==> config.mk <==
export PLATFORM = sky130hd
export DESIGN_NAME = smc_mode_ctl
export DESIGN_NICKNAME = d
export VERILOG_FILES = /design/src/rtl/smc_pkg.sv /design/src/rtl/smc_sync_edge.sv /design/src/rtl/smc_shifter.sv /design/src/rtl/smc_regs.sv /design/src/rtl/smc_mode_ctl.sv
export SDC_FILE = /design/constraint.sdc
export NUM_CORES = 1
export LEC_CHECK = 0
export BUFFER_PORTS_ARGS = -buffer_cell sky130_fd_sc_hd__clkbuf_2
export CORE_AREA = 8 8 57 59
export DETAILED_ROUTE_END_ITERATION = 7
export DIE_AREA = 0 0 65 67
export PLACE_DENSITY = 0.81
export SYNTH_ARGS = -nofsm -noshare
export SYNTH_HDL_FRONTEND = slang
export SYNTH_SLANG_ARGS = --single-unit
export TNS_END_PERCENT = 1
==> constraint.sdc <==
create_clock -name clk -period 1.5 [get_ports clk]
set_input_delay 0.15 -clock clk [delete_from_list [all_inputs] [get_ports clk]]
set_output_delay 0.15 -clock clk [all_outputs]
set_load 0.005 [all_outputs]
==> src/rtl/smc_pkg.sv <==
package smc_pkg;
  localparam int WORD_W = 11;
  localparam int PFX_W  = 3;
  localparam int PAY_W  = WORD_W - PFX_W;
  localparam int CNT_W  = $clog2(WORD_W + 1);

  localparam logic [PFX_W-1:0] PFX_CORE = 3'b100;
  localparam logic [PFX_W-1:0] PFX_FMT  = 3'b101;

  typedef struct packed {
    logic       mute;
    logic       deemph;
    logic [1:0] rate;
    logic       zero_det;
    logic       dbl;
  } core_t;

  typedef struct packed {
    logic       lr_pol;
    logic       fmt_i2s;
    logic [1:0] wlen;
  } fmt_t;

  localparam core_t CORE_DEF = '{mute: 1'b0, deemph: 1'b0, rate: 2'b00,
                                 zero_det: 1'b1, dbl: 1'b0};
  localparam fmt_t  FMT_DEF  = '{lr_pol: 1'b0, fmt_i2s: 1'b0, wlen: 2'b00};

  function automatic logic [PFX_W-1:0] prefix_of(input logic [WORD_W-1:0] w);
    return w[WORD_W-1 -: PFX_W];
  endfunction

  function automatic logic [PAY_W-1:0] payload_of(input logic [WORD_W-1:0] w);
    return w[PAY_W-1:0];
  endfunction

  function automatic core_t core_from(input logic [PAY_W-1:0] p);
    core_t c;
    c.mute     = p[0];
    c.deemph   = p[1];
    c.rate     = p[3:2];
    c.zero_det = p[4];
    c.dbl      = p[7];
    return c;
  endfunction

  function automatic fmt_t fmt_from(input logic [PAY_W-1:0] p);
    fmt_t f;
    f.fmt_i2s = p[7];
    f.lr_pol  = p[6];
    f.wlen    = p[1:0];
    return f;
  endfunction
endpackage

==> src/rtl/smc_sync_edge.sv <==
module smc_sync_edge #(
  parameter int          W       = 3,
  parameter int          STAGES  = 2,
  parameter logic [W-1:0] RST_VAL = '0
) (
  input  logic         clk,
  input  logic         rst,
  input  logic [W-1:0] din,
  output logic [W-1:0] level,
  output logic [W-1:0] rise
);
  logic [W-1:0] stg [STAGES];
  logic [W-1:0] prev;

  always_ff @(posedge clk) begin
    if (rst) stg[0] <= RST_VAL;
    else     stg[0] <= din;
  end

  for (genvar s = 1; s < STAGES; s++) begin : g_stage
    always_ff @(posedge clk) begin
      if (rst) stg[s] <= RST_VAL;
      else     stg[s] <= stg[s-1];
    end
  end

  always_ff @(posedge clk) begin
    if (rst) prev <= RST_VAL;
    else     prev <= stg[STAGES-1];
  end

  assign level = stg[STAGES-1];
  assign rise  = stg[STAGES-1] & ~prev;
endmodule

==> src/rtl/smc_shifter.sv <==
module smc_shifter
  import smc_pkg::*;
(
  input  logic              clk,
  input  logic              rst,
  input  logic              shift_en,
  input  logic              din,
  input  logic              clr,
  output logic [WORD_W-1:0] word,
  output logic              full
);
  logic [CNT_W-1:0] cnt;

  always_ff @(posedge clk) begin
    if (rst) begin
      word <= '0;
      cnt  <= '0;
    end else if (clr) begin
      cnt  <= '0;
    end else if (shift_en) begin
      word <= {word[WORD_W-2:0], din};
      if (cnt != CNT_W'(WORD_W)) cnt <= cnt + 1'b1;
    end
  end

  assign full = (cnt == CNT_W'(WORD_W));
endmodule

==> src/rtl/smc_regs.sv <==
module smc_regs
  import smc_pkg::*;
(
  input  logic             clk,
  input  logic             rst,
  input  logic             core_wr,
  input  logic             fmt_wr,
  input  logic [PAY_W-1:0] payload,
  output core_t            core_q,
  output fmt_t             fmt_q
);
  always_ff @(posedge clk) begin
    if (rst)          core_q <= CORE_DEF;
    else if (core_wr) core_q <= core_from(payload);
  end

  always_ff @(posedge clk) begin
    if (rst)         fmt_q <= FMT_DEF;
    else if (fmt_wr) fmt_q <= fmt_from(payload);
  end
endmodule

==> src/rtl/smc_mode_ctl.sv <==
module smc_mode_ctl
  import smc_pkg::*;
#(
  parameter int SYNC_STAGES = 2
) (
  input  logic       clk,
  input  logic       rst,
  input  logic       ctl_data,
  input  logic       ctl_sclk,
  input  logic       ctl_latch,
  output logic       o_mute,
  output logic       o_deemph,
  output logic [1:0] o_rate,
  output logic       o_zero_det,
  output logic       o_dbl_speed,
  output logic       o_lr_pol,
  output logic       o_fmt_i2s,
  output logic [1:0] o_wlen
);
  localparam int LN_DATA  = 0;
  localparam int LN_SCLK  = 1;
  localparam int LN_LATCH = 2;

  logic [2:0]        lv, rs;
  logic              sclk_rise, latch_rise, latch_lvl, data_lvl;
  logic              shift_en, word_full, accept, core_wr, fmt_wr;
  logic [WORD_W-1:0] word;
  core_t             core_q;
  fmt_t              fmt_q;

  smc_sync_edge #(.W(3), .STAGES(SYNC_STAGES), .RST_VAL(3'b100)) u_sync (
    .clk(clk), .rst(rst),
    .din({ctl_latch, ctl_sclk, ctl_data}),
    .level(lv), .rise(rs)
  );

  assign data_lvl   = lv[LN_DATA];
  assign latch_lvl  = lv[LN_LATCH];
  assign sclk_rise  = rs[LN_SCLK];
  assign latch_rise = rs[LN_LATCH];
  assign shift_en   = sclk_rise & ~latch_lvl;

  smc_shifter u_shift (
    .clk(clk), .rst(rst), .shift_en(shift_en), .din(data_lvl),
    .clr(latch_rise), .word(word), .full(word_full)
  );

  assign accept  = latch_rise & word_full;
  assign core_wr = accept & (prefix_of(word) == PFX_CORE);
  assign fmt_wr  = accept & (prefix_of(word) == PFX_FMT);

  smc_regs u_regs (
    .clk(clk), .rst(rst), .core_wr(core_wr), .fmt_wr(fmt_wr),
    .payload(payload_of(word)), .core_q(core_q), .fmt_q(fmt_q)
  );

  assign o_mute      = core_q.mute;
  assign o_deemph    = core_q.deemph;
  assign o_rate      = core_q.rate;
  assign o_zero_det  = core_q.zero_det;
  assign o_dbl_speed = core_q.dbl;
  assign o_lr_pol    = fmt_q.lr_pol;
  assign o_fmt_i2s   = fmt_q.fmt_i2s;
  assign o_wlen      = fmt_q.wlen;
endmodule

==> metrics.md <==
| Metric | Value |
|---|---|
| Synth top area share | `53.1%` |
| Cells after synthesis | `141` |
| Post-Place Setup Slack | `0.0961 ns` |
| CTS buffer count | `5` |
| TritonCTS clock tree | `built` |
| EDFF count, synth | `0` |
| Max clock buf depth | `2` |
| DP HPWL | `1750 um` |
| Area of the mapped netlist | `1240 um2` |
| Largest net degree at the start of global routing | `22` |
| Placer Congestion | `0.814` |
| Worst-path cell chain | `or3b_1 > or4_1 > a21oi_1` |
| Area Overhead vs Synth | `16.6%` |
| Grt ovf | `0` |
| Async set or reset register ratio after synthesis | `0%` |
| First-pass GRT wire length | `4280 um` |
| Worst Hold Class | `primary input to flip-flop` |
| Mean Syn Cell Area | `8.83 um2` |
| Seq/Total Area, Yosys | `53.1%` |
| Grt peak-use layer | `met2` |
| Yosys warns | `0` |
| Diode count | `0` |
| Avg WL per Cell | `12.9 um` |
| CTS HTree Levels | `2` |
| DR iter-0 viols | `27` |
| Max Clock Skew | `0.00922 ns` |
| CP Class | `flip-flop to flip-flop` |
| # Max-Cap Violations | `0` |
| Crit path capture type | `flip-flop` |
| Port bufs | `14` |
| Nets | `169` |
| ANT nets after route | `0` |
| Mapped Nets | `147` |
| Multi-input gate area in the final layout | `527 um2` |
| Crit path max fanout | `6` |
| Tcrit/Tclk final | `93.0%` |
| Unrepaired setup endpoints after global routing | `false` |
| Worst setup SP type | `flip-flop` |
| Synth area leader | `dfxtp_1` |
| CP peak stage delay | `0.43 ns` |
| Top FF cell, synth | `dfxtp_1` |
| Slew Limit Fails | `0` |
| DRC | `0` |
| Max VDD drop | `637 uV` |
| Rows | `18` |
| Register area | `661 um2` |
| Share of cells above drive strength 1 | `20.7%` |
| Min cycle time layout | `1.39 ns` |
| Setup violators final | `0` |
| Via count | `1069` |
| Synth cell count leaders | `33 x dfxtp_1, 24 x a21oi_1, 22 x nand2_1` |
| Die area | `4360 um2` |
| Die X | `65 um` |
| Highest Clock Rate | `717 MHz` |
| Clock Latency Late Sink | `0.33 ns` |
| IO Count | `15` |
| Clock Pin Slew Worst Setup and Hold Paths | `0.09 ns` |
| PD cells | `954 nW/um2` |
| Setup TNS | `0 ns` |
| Final WS setup | `0.105 ns` |
| Post-layout util | `61.4%` |
| Vias in the first global route | `992` |
| Synth unique cells | `28` |
| Most common cell in the netlist | `dfxtp_1` |
| Routed vias/inst | `5.51` |
| GR Util met2 | `20.2%` |
| Post-Route WL | `2500 um` |
| Worst slew pin tran | `0.390 ns` |
| Initial antenna violation count | `0` |
| Router iterations before antenna repair | `4` |
| Clock sinks | `33` |
| FILL cells | `211` |
| Lkg Pwr | `0.530 nW` |
| Status | `completed` |
| Initial core utilization | `52.6%` |
| CP max-delay cell | `or3b_1` |
| Die Ht | `67 um` |
| GR Util met3 | `6.71%` |
| Worst slew margin | `74.0%` |
| Total GRT Usage | `12.7%` |
| CTS Root Cell | `clkbuf_4` |
| Crit path arrival time | `1.66 ns` |
| Met1 Track Usage GR | `13.0%` |
| Core Box Area | `2360 um2` |
| Synth area leaders | `dfxtp_1 53%, a21oi_1 9.6%, nand2_1 6.6%` |
| Critical Path RT | `1.77 ns` |
| Final Hold Fails | `0` |
| Flops & latches, synth | `33` |
metal layers:
metal  vias to the layer above  wire length [um]
li1                        538                 -
met1                       486              1070
met2                        37              1130
met3                         8               223
met4                         0                70
met5                         -                 0
per-stage QoR:
step / hold slack, ns / std cells / area, um2 / total power, mW
2_1_floorplan: 0.254 / 141 / 1240 / 0.930
3_3_place_gp: 0.335 / 183 / 1380 / 0.941
3_5_place_dp: 0.338 / 183 / 1380 / 0.943
4_1_cts: 0.0141 / 192 / 1440 / 1.41
5_1_grt: 0.0219 / 194 / 1450 / 1.46
6_report: 0.0261 / 194 / 1450 / 1.38
final timing paths:
path	end	cells past startpoint	slack, ns	from
worst max register to register	u_shift.cnt[2]$_SDFFE_PP0P_	3	0.11	u_sync.stg[1][2]$_SDFF_PP1_
worst min register to register	u_sync.stg[1][2]$_SDFF_PP1_	1	0.41	u_sync.stg[0][2]$_SDFF_PP1_
worst min-delay path	u_sync.stg[0][0]$_SDFF_PP0_	2	0.03	ctl_data
worst max-delay path	u_shift.cnt[2]$_SDFFE_PP0P_	3	0.11	u_sync.stg[1][2]$_SDFF_PP1_
critical path, delay by kind of cell (launching register included):
kind | cells | cell delay, ns
flops | 1 | 0.35
compound gates | 1 | 0.14
simple gates | 2 | 0.85
sequential cells by signal, summed over array words and instances, names as in the netlist:
signal	flops
u_shift.cnt	4
u_sync.stg	6
u_regs.fmt_q	4
u_shift.word	11
u_regs.core_q	6
u_sync.prev	2
report_power, final:
| part | internal, mW | total (mW) | leakage [nW] | switching [mW] |
|---|---|---|---|---|
| clock network | 0.186 | 0.460 | 0.0265 | 0.273 |
| registers | 0.885 | 0.888 | 0.267 | 0.00390 |
| logic | 0.0162 | 0.0360 | 0.237 | 0.0198 |
| total | 1.09 | 1.38 | 0.530 | 0.297 |
cell families after synthesis:
logic type	Yosys count	synth area share (%)
buffers and inverters	15	4.72
adders and majority gates	1	1.00
muxes	1	0.804
AOI/OAI and AO/OA	38	17.5
DFF	33	53.1
and+or+nand+nor	53	22.9
layout by cell type, fill, tap and decap left out, types with 2 or more instances in the layout:
cell type and n:
clkbuf_4 5, clkbuf_2 14, nand4_1 9, o31ai_1 9, inv_1 3, o21ai_0 3
buf_4 11, nand2_1 22, a21oi_1 24, or2_2 3, nor2_1 2, clkbuf_1 3
dfxtp_1 33, nand3_1 2, nor2b_1 5, a21o_1 2
layout make-up:
type | instances | share of cell area, %
tap | 30 | 2.59
multi-input combinational | 93 | 36.3
timing repair buffer | 26 | 11.2
sequential | 33 | 45.5
inverter | 4 | 1.03
clock buffer | 8 | 3.36
what timing repair did:
item	4_1_cts	5_1_grt
endpoints found under the hold margin	1	0
setup buffers	0	2
hold buffers	1	0
resized for setup	0	1
setup endpoints to repair	0	1
No activity file was read; power rests on OpenSTA's default activity.
